$ cat config.mk
export PLATFORM = sky130hd
export DESIGN_NAME = hdr_ecc_unit
export DESIGN_NICKNAME = d
export VERILOG_FILES = /design/src/rtl/hdr_ecc_pkg.sv /design/src/rtl/hdr_ecc_gen.sv /design/src/rtl/hdr_ecc_decode.sv /design/src/rtl/hdr_ecc_unit.sv
export SDC_FILE = /design/constraint.sdc
export NUM_CORES = 1
export LEC_CHECK = 0
export BUFFER_PORTS_ARGS = -buffer_cell sky130_fd_sc_hd__buf_2
export CORE_MARGIN = 2
export CORE_UTILIZATION = 29
export CTS_CLUSTER_DIAMETER = 120
export DETAILED_ROUTE_END_ITERATION = 8
export GPL_TIMING_DRIVEN = 0
export SETUP_SLACK_MARGIN = 0.3
export SYNTH_ARGS = -nofsm -noshare
export SYNTH_HDL_FRONTEND = slang
export SYNTH_HIERARCHICAL = 1
export SYNTH_SLANG_ARGS = --single-unit
$ cat constraint.sdc
create_clock -name clk -period 5.2 [get_ports clk]
set_clock_uncertainty 0.2 [all_clocks]
set_input_delay 0.52 -clock clk [delete_from_list [all_inputs] [get_ports clk]]
set_output_delay 0.52 -clock clk [all_outputs]
set_load 0.01 [all_outputs]
$ cat src/rtl/hdr_ecc_pkg.sv
package hdr_ecc_pkg;

    localparam int HDR_DATA_W = 24;
    localparam int HDR_ECC_W  = 8;
    localparam int HDR_W      = HDR_DATA_W + HDR_ECC_W;
    localparam int COL_W      = 6;
    localparam int VC_LSB     = 6;
    localparam int VC_W       = 2;
    localparam int DT_W       = 6;

    typedef enum logic [2:0] {
        ST_IDLE,
        ST_ENCODED,
        ST_CLEAN,
        ST_FIXED,
        ST_FAILED
    } ecc_state_e;

    // Parity participation of each data bit; bit j set means parity j uses it.
    function automatic logic [COL_W-1:0] column_code(input int idx);
        logic [COL_W-1:0] c;
        case (idx)
            0:  c = 6'h07;
            1:  c = 6'h0B;
            2:  c = 6'h0D;
            3:  c = 6'h0E;
            4:  c = 6'h13;
            5:  c = 6'h15;
            6:  c = 6'h16;
            7:  c = 6'h19;
            8:  c = 6'h1A;
            9:  c = 6'h1C;
            10: c = 6'h23;
            11: c = 6'h25;
            12: c = 6'h26;
            13: c = 6'h29;
            14: c = 6'h2A;
            15: c = 6'h2C;
            16: c = 6'h31;
            17: c = 6'h32;
            18: c = 6'h34;
            19: c = 6'h38;
            20: c = 6'h1F;
            21: c = 6'h2F;
            22: c = 6'h37;
            23: c = 6'h3B;
            default: c = '0;
        endcase
        return c;
    endfunction

endpackage

$ cat src/rtl/hdr_ecc_gen.sv
module hdr_ecc_gen
    import hdr_ecc_pkg::*;
(
    input  logic [HDR_DATA_W-1:0] data,
    output logic [HDR_ECC_W-1:0]  ecc
);

    logic [COL_W-1:0] par;

    always_comb begin
        par = '0;
        for (int i = 0; i < HDR_DATA_W; i++) begin
            par = par ^ (column_code(i) & {COL_W{data[i]}});
        end
    end

    // Upper code bits are always zero.
    assign ecc = {{(HDR_ECC_W-COL_W){1'b0}}, par};

endmodule

$ cat src/rtl/hdr_ecc_decode.sv
module hdr_ecc_decode
    import hdr_ecc_pkg::*;
(
    input  logic [HDR_ECC_W-1:0]  syndrome,
    output logic [HDR_DATA_W-1:0] flip_mask,
    output logic                  no_err,
    output logic                  ecc_only,
    output logic                  data_fix,
    output logic                  fail
);

    logic [HDR_DATA_W-1:0] hit;

    for (genvar g = 0; g < HDR_DATA_W; g++) begin : g_col
        localparam logic [COL_W-1:0] COL = column_code(g);
        assign hit[g] = (syndrome == {{(HDR_ECC_W-COL_W){1'b0}}, COL});
    end

    assign flip_mask = hit;
    assign no_err    = (syndrome == '0);
    assign ecc_only  = !no_err && ((syndrome & (syndrome - 1'b1)) == '0);
    assign data_fix  = |hit;
    assign fail      = !no_err && !ecc_only && !data_fix;

endmodule

$ cat src/rtl/hdr_ecc_unit.sv
module hdr_ecc_unit
    import hdr_ecc_pkg::*;
(
    input  logic                  clk,
    input  logic                  rst_n,
    input  logic                  in_valid,
    input  logic                  in_check,
    input  logic [HDR_W-1:0]      in_hdr,
    output logic                  out_valid,
    output logic [HDR_W-1:0]      out_hdr,
    output logic [VC_W-1:0]       out_vc,
    output logic [DT_W-1:0]       out_dtype,
    output logic                  out_corrected,
    output logic                  out_uncorrectable
);

    ecc_state_e            state_q, state_d;
    logic [HDR_W-1:0]      hdr_q, hdr_d;
    logic [HDR_ECC_W-1:0]  ecc_rx, ecc_fix, syndrome;
    logic [HDR_DATA_W-1:0] flip_mask, fixed_data;
    logic                  dec_clean, dec_ecc_only, dec_data_fix, dec_fail;

    hdr_ecc_gen u_gen_rx (
        .data (in_hdr[HDR_DATA_W-1:0]),
        .ecc  (ecc_rx)
    );

    assign syndrome = in_hdr[HDR_W-1:HDR_DATA_W] ^ ecc_rx;

    hdr_ecc_decode u_dec (
        .syndrome  (syndrome),
        .flip_mask (flip_mask),
        .no_err    (dec_clean),
        .ecc_only  (dec_ecc_only),
        .data_fix  (dec_data_fix),
        .fail      (dec_fail)
    );

    assign fixed_data = in_hdr[HDR_DATA_W-1:0] ^ flip_mask;

    hdr_ecc_gen u_gen_fix (
        .data (fixed_data),
        .ecc  (ecc_fix)
    );

    // Next state and next result
    always_comb begin
        state_d = ST_IDLE;
        hdr_d   = hdr_q;
        if (in_valid) begin
            if (!in_check) begin
                state_d = ST_ENCODED;
                hdr_d   = {ecc_rx, in_hdr[HDR_DATA_W-1:0]};
            end else if (dec_clean) begin
                state_d = ST_CLEAN;
                hdr_d   = in_hdr;
            end else if (dec_fail) begin
                state_d = ST_FAILED;
                hdr_d   = in_hdr;
            end else begin
                state_d = ST_FIXED;
                hdr_d   = {ecc_fix, fixed_data};
            end
        end
    end

    // State register
    always_ff @(posedge clk) begin
        if (!rst_n) begin
            state_q <= ST_IDLE;
            hdr_q   <= '0;
        end else begin
            state_q <= state_d;
            hdr_q   <= hdr_d;
        end
    end

    // Outputs from state
    always_comb begin
        out_valid         = 1'b0;
        out_corrected     = 1'b0;
        out_uncorrectable = 1'b0;
        unique case (state_q)
            ST_IDLE:    ;
            ST_ENCODED: out_valid = 1'b1;
            ST_CLEAN:   out_valid = 1'b1;
            ST_FIXED: begin
                out_valid     = 1'b1;
                out_corrected = 1'b1;
            end
            ST_FAILED: begin
                out_valid         = 1'b1;
                out_uncorrectable = 1'b1;
            end
            default:    ;
        endcase
    end

    assign out_hdr   = hdr_q;
    assign out_vc    = hdr_q[VC_LSB +: VC_W];
    assign out_dtype = hdr_q[DT_W-1:0];

    p_valid_rise_r1: assert property (@(posedge clk) disable iff (!rst_n)
        in_valid |=> out_valid);
    p_valid_fall_r1: assert property (@(posedge clk) disable iff (!rst_n)
        !in_valid |=> !out_valid);
    p_enc_data_r2: assert property (@(posedge clk) disable iff (!rst_n)
        (in_valid && !in_check) |=> (out_hdr[HDR_DATA_W-1:0] == $past(in_hdr[HDR_DATA_W-1:0])));
    p_top_zero_r3: assert property (@(posedge clk) disable iff (!rst_n)
        (out_valid && !out_uncorrectable) |-> (out_hdr[HDR_W-1:HDR_W-2] == 2'b00));
    p_one_flip_r5: assert property (@(posedge clk) disable iff (!rst_n)
        $onehot0(flip_mask));
    p_fail_keep_r7: assert property (@(posedge clk) disable iff (!rst_n)
        (in_valid && in_check && dec_fail) |=> (out_hdr == $past(in_hdr)));
    p_flag_excl_r7: assert property (@(posedge clk) disable iff (!rst_n)
        !(out_corrected && out_uncorrectable));

endmodule

; Word level (Yosys, flattened, before mapping)
; Index checks and enable logic that the tools add are counted.
[classes]
n_addsub = 1
n_eq_ne = 28
mux = 9
bitwise_logic = 52
reduce_logical = 13
[ops]
columns = operator, count
row1 = bitwise XOR 6 bit, 26
row2 = "equality test 8 x 6 -> 1 bit, second input constant", 13
row3 = two-way mux 32 bit, 3
row4 = bitwise XOR 6 x 5 -> 6 bit, 14
row5 = "equality test 8 x 5 -> 1 bit, second input constant", 7
row6 = "equality test 8 x 4 -> 1 bit, second input constant", 3
row7 = OR reduction 24 bit, 1
row8 = bitwise XOR 24 bit, 1
row9 = bitwise XOR 6 x 4 -> 6 bit, 4
row10 = zero test 8 bit, 2
row11 = AND 8 bit, 1
row12 = "equality test 8 x 3 -> 1 bit, second input constant", 1
row13 = OR reduction 4 bit, 2
row14 = "subtractor 8 x 1 -> 8 bit, second input constant", 1
row15 = bitwise XOR 3 x 4 -> 4 bit, 2
row16 = bitwise XOR 8 x 6 -> 8 bit, 1
row17 = "equality test 3 x 2 -> 1 bit, second input constant", 2
row18 = two-way mux 1 bit, 4
row19 = "equality test 3 x 1 -> 1 bit, second input constant", 1
row20 = "equality test 3 bit, second input constant", 1
row21 = logical AND 1 bit, 3
row22 = zero test 1 bit, 3
row23 = two-way mux 3 bit, 1
row24 = NOT 1 bit, 3
row25 = other kinds (3), 3
[word_totals]
register_bits = 35
input_bits = 36
out_inout_bits = 43
word_cells = 107

; Longest topological paths before layout
[depth]
depth_word = 52
ltp_mapped = 15
mapped_depth_nobuf = 13

; Cells and area by module
; Netlist, hierarchy kept.
[modules_own_cells]
columns = mod, n_inst, cells_each, area_per_inst_um2, seq_area_each_um2
row1 = hdr_ecc_unit, 1, 243, 2189.6, 700.7
row2 = hdr_ecc_gen, 2, 40, 514.2, 0.0
row3 = hdr_ecc_decode, 1, 95, 580.6, 0.0

; Least setup slack after synthesis
; No wires, ideal clock.
[synth_path]
path_kind = input to register
startpoint = input port in_hdr[22]
endpoint = register hdr_q[24] (netlist: out_hdr[24])
setup_ns = 0.133
arrival_ns = 4.137
t_required_ns = 4.867
path_slack_ns = 0.729
stages = 14
path_buffers = 1
cell_sequence = xor2_1 -> xnor3_1 -> xnor3_1 -> xor2_1 -> buf_6 -> or4_4 -> or2_4 -> nor2_1 -> xor2_1 -> xnor3_1 -> xor2_1 -> xor3_1 -> a21oi_1 -> a31oi_1
[synth_via]
elab_cells_between_ends = 65
cone_classes = add/sub (1) / eq/ne (24) / mux (3) / bitwise (28) / reduce/logical (9)
[synth_rtl]
columns = item, line_no
row1 = start: declaration, hdr_ecc_unit.sv:8  ; input logic [HDR_W-1:0] in_hdr,
row2 = bitwise XOR 6 bit (2 in a row), hdr_ecc_gen.sv:13  ; par = par ^ (column_code(i) & {COL_W{data[i]}});
row3 = named net ecc_rx[4], hdr_ecc_unit.sv:19  ; logic [HDR_ECC_W-1:0] ecc_rx, ecc_fix, syndrome;
row4 = bitwise XOR 8 x 6 -> 8 bit, hdr_ecc_unit.sv:28  ; assign syndrome = in_hdr[HDR_W-1:HDR_DATA_W] ^ ecc_rx;
row5 = named net syndrome[4], hdr_ecc_unit.sv:19
row6 = equality test 8 x 4 -> 1 bit, hdr_ecc_decode.sv:16  ; assign hit[g] = (syndrome == {{(HDR_ECC_W-COL_W){1'b0}}, COL});
row7 = named net flip_mask[2], hdr_ecc_unit.sv:20  ; logic [HDR_DATA_W-1:0] flip_mask, fixed_data;
row8 = bitwise XOR 24 bit, hdr_ecc_unit.sv:39  ; assign fixed_data = in_hdr[HDR_DATA_W-1:0] ^ flip_mask;
row9 = named net fixed_data[2], hdr_ecc_unit.sv:20
row10 = bitwise XOR 6 x 4 -> 6 bit (2 in a row), hdr_ecc_gen.sv:13
row11 = bitwise XOR 6 x 5 -> 6 bit (6 in a row), hdr_ecc_gen.sv:13
row12 = bitwise XOR 6 bit (10 in a row), hdr_ecc_gen.sv:13
row13 = bitwise XOR 6 x 5 -> 6 bit, hdr_ecc_gen.sv:13
row14 = bitwise XOR 6 bit (3 in a row), hdr_ecc_gen.sv:13
row15 = named net ecc_fix[0], hdr_ecc_unit.sv:19
row16 = two-way mux 32 bit, hdr_ecc_unit.sv:57  ; end else if (dec_fail) begin
row17 = two-way mux 32 bit, hdr_ecc_unit.sv:54  ; end else if (dec_clean) begin
row18 = two-way mux 32 bit, hdr_ecc_unit.sv:51  ; if (!in_check) begin
row19 = end signal: assignment, hdr_ecc_unit.sv:74  ; hdr_q <= hdr_d;
row20 = end: declaration, hdr_ecc_unit.sv:18  ; logic [HDR_W-1:0] hdr_q, hdr_d;
; The timed path passes the listed nets, and every way through them passes these cells.
; A chain may end at the register's enable or synchronous reset.

; Worst setup path in the final report
[layout_path]
startpoint = input port in_hdr[18]
endpoint = register hdr_q[29] (netlist: out_hdr[29])
[layout_via]
elab_cells_between_ends = 60
cone_classes = add/sub (1) / eq/ne (24) / mux (3) / bitwise (23) / reduce/logical (9)
[layout_rtl]
columns = item, line_no
row1 = bitwise XOR 6 bit (2 in a row), hdr_ecc_gen.sv:13
row2 = bitwise XOR 6 x 5 -> 6 bit, hdr_ecc_gen.sv:13
row3 = bitwise XOR 6 bit (3 in a row), hdr_ecc_gen.sv:13
row4 = named net ecc_rx[5], hdr_ecc_unit.sv:19
row5 = bitwise XOR 8 x 6 -> 8 bit, hdr_ecc_unit.sv:28
row6 = named net syndrome[5], hdr_ecc_unit.sv:19
row7 = equality test 8 x 6 -> 1 bit, hdr_ecc_decode.sv:16
row8 = named net flip_mask[16], hdr_ecc_unit.sv:20
row9 = bitwise XOR 24 bit, hdr_ecc_unit.sv:39
row10 = named net fixed_data[16], hdr_ecc_unit.sv:20
row11 = bitwise XOR 6 bit (4 in a row), hdr_ecc_gen.sv:13
row12 = bitwise XOR 6 x 5 -> 6 bit, hdr_ecc_gen.sv:13
row13 = bitwise XOR 6 bit (3 in a row), hdr_ecc_gen.sv:13
row14 = named net ecc_fix[5], hdr_ecc_unit.sv:19
row15 = two-way mux 32 bit, hdr_ecc_unit.sv:57
row16 = two-way mux 32 bit, hdr_ecc_unit.sv:54
row17 = two-way mux 32 bit, hdr_ecc_unit.sv:51
; The timed path passes the listed nets, and every way through them passes these cells.

==> results.txt <==
----------------------------------------------------
[Global route]
  Pin count of the biggest net entering global routing ... 11
  Via count of the first global-routing pass ... 3302
  Total GRT Usage ... 16.3%
  Overflow left after global routing ... 0
  Number of antenna violations at the first check in global routing ... 0
  Wire length of the first global-routing pass ... 18100 um

[Clock network]
  H-tree Lvls ... 2
  Num Clock Sinks ... 35
  CTS tree ... built
  Clock latency on the worst-skew pair ... 280 ps
  Clock edge transition at the registers on the reported setup and hold paths ... 60 ps
  Number of hold buffers added after cts ... 0
  Total clock buffers created by CTS ... 5
  Root Driver ... clkbuf_16
  Max Root-Sink Buffers ... 2

[Pwr]
  Static power due to leakage ... 2.09 nW
  Pwr/cell area ... 424 nW/um^2
  Worst voltage drop across the vdd grid ... 0.198 mV

[Detailed routing]
  First-pass iteration count of the detailed router ... 4
  Detailed-route wire length ... 11600 um
  Number of nets with antenna violations after routing ... 0
  Drt via density ... 4.92
  Post-detailed-route wirelength per cell ... 17.0 um
  DRC viols ... 0
  Routed via count ... 3338
  First-iteration detailed-routing DRC count ... 251

[STA]
  Relative slew slack ... 64.4%
  Unrepaired setup endpoints after global routing ... true
  Hold Vio Cnt, Final ... 0
  Final count of negative-setup-slack endpoints ... 0
  Final Max Tran Viols ... 0
  Maximum clock rate ... 0.211 GHz
  Fin crit share ... 91.2%
  Worst-margin pin slew ... 527 ps
  Shortest period the worst path allows ... 4740 ps
  Fin Hold WS ... 327 ps
  Min setup slack post-route ... 457 ps

[Place]
  Detailed Place HPWL ... 9190 um
  Worst slack, placed ... -77.4 ps
  Gp weighted congestion ... 0.886
  Input/output buffers ... 77

[Worst setup path]
  Data arrival time of the critical path ... 4690 ps
  Setup crit start ... in_hdr[18]
  Crit Reg-Reg Startpoint ... out_hdr[26]$_SDFFE_PN0P_
  Required @ worst endpoint ... 5150 ps
  Worst Setup Path Type ... input port to flop
  Worst-path maximum fanout ... 10
  Critical Path Start Type ... input port
  Nature of the critical path endpoint ... flop

[Layout]
  Core utilization of the finished layout ... 37.6%
  Share of post-route cells with drive strength above 1 ... 34.5%
  Inserted Diodes ... 0
  Fill cell instance count of the final layout ... 1309
  Number of nets in the layout ... 542
  Area Growth Syn to Fin ... 25.7%

[Yosys]
  Warnings, synthesis ... 6
  Area of the mapped netlist ... 3790 um^2
  Mapped Cells ... 416
  Post-synthesis average cell area ... 9.11 um^2

[Run status]
  Result of the run ... finished clean

[Floorplanning]
  Total I/O pin count ... 79
  Die outline height ... 118 um
  Core Area ... 12700 um^2
  Die Span X ... 118 um
  Row count ... 41
  Overall die area ... 14000 um^2
  Initial core utilization ... 29.9%

[Hold path]
  Hold Startpoint ... in_hdr[24]
  Worst min-delay path category ... input port to flop

[Run]
  Maxcap violations ... 0

----------------------------------------------------
[power by group]
group          leakage [nW]  total (W)  internal (W)  switching [W]
combinational          1.73    0.00139      0.000634       0.000753
sequential            0.291   0.000309      0.000296      0.0000136
clock                0.0772   0.000320      0.000204       0.000116
total                  2.09    0.00202       0.00113       0.000883
[flip-flops by register name (all words and copies together), names as in the netlist]
register  cells
out_hdr      32
state_q       3
[routing by layer]
metal  up-vias  track usage [%]  routed length, um  part of all wire, %
li1       1613                -                  -                    -
met1      1613             23.7               5780                   50
met2       103             25.6               5180                   45
met3         9             2.46                539                  4.7
met4         0             2.64                 60                 0.52
met5         -                0                  0                    0
[final timing paths]
kind,to,slack (ps),cells after the start
setup / recovery,out_hdr[29]$_SDFFE_PN0P_,460,15
hold / removal,out_hdr[24]$_SDFFE_PN0P_,330,3
setup reg to reg,out_hdr[26]$_SDFFE_PN0P_,4310,2
hold reg to reg,out_hdr[20]$_SDFFE_PN0P_,330,2
[cell type report]
type | count | area (um^2) | area share, %
Timing Repair Buffer | 81 | 415 | 8.73
Inverter | 1 | 3.75 | 0.0788
Buffer | 44 | 280 | 5.89
Sequential cell | 35 | 701 | 14.7
Clock buffer | 8 | 156 | 3.29
Multi-Input combinational cell | 338 | 2990 | 62.8
Tap cell | 172 | 215 | 4.52
[layout by cell type (no fill, tap or decap), types with 2 or more instances in the layout]
master,count
clkbuf_1,10
xor3_1,2
xor2_2,7
or3_1,2
and4bb_1,6
and2_1,2
clkbuf_4,2
nor3_2,5
conb_1,4
buf_2,88
xnor2_2,3
nand2_1,17
nand3_1,3
clkbuf_8,2
buf_4,18
and2b_1,2
nor3_1,12
xnor2_1,63
xor2_1,38
nand2b_1,4
nor4bb_1,3
a31oi_1,8
buf_6,5
clkbuf_16,5
o21ai_0,32
nor4_2,3
nor2_1,12
nor4_1,2
dfxtp_1,35
clkbuf_2,3
a21oi_1,37
nor4b_1,2
nor2b_1,8
xnor3_4,2
xnor3_2,4
and4bb_2,18
xnor3_1,16
[what timing repair did]
item,in CTS,in global routing
pin swaps,2,7
setup endpoints to repair,10,28
setup buffers,2,2
resized for setup,5,25
[critical path: stages]
cell	delay (ps)
buf_2	150
xnor2_1	180
xnor3_1	460
xnor3_2	460
xor2_2	230
clkbuf_4	250
nand3_1	210
or3_1	390
nor2_1	180
xor2_1	190
xor2_1	270
xnor3_1	520
xnor3_1	400
a21oi_1	160
a31oi_1	90
[per-stage QoR]
| stage | TNS, ps | power, W | instances | cell area [um^2] |
|---|---|---|---|---|
| after floorplan | 0 | 0.00127 | 418 | 3800 |
| after global placement | -10090 | 0.00154 | 667 | 4400 |
| after detailed placement | -179 | 0.00156 | 667 | 4400 |
| after CTS | 0 | 0.00190 | 677 | 4610 |
| after global routing | 0 | 0.00213 | 679 | 4760 |
| final | 0 | 0.00202 | 679 | 4760 |
(Power assumes the default switching activity.)
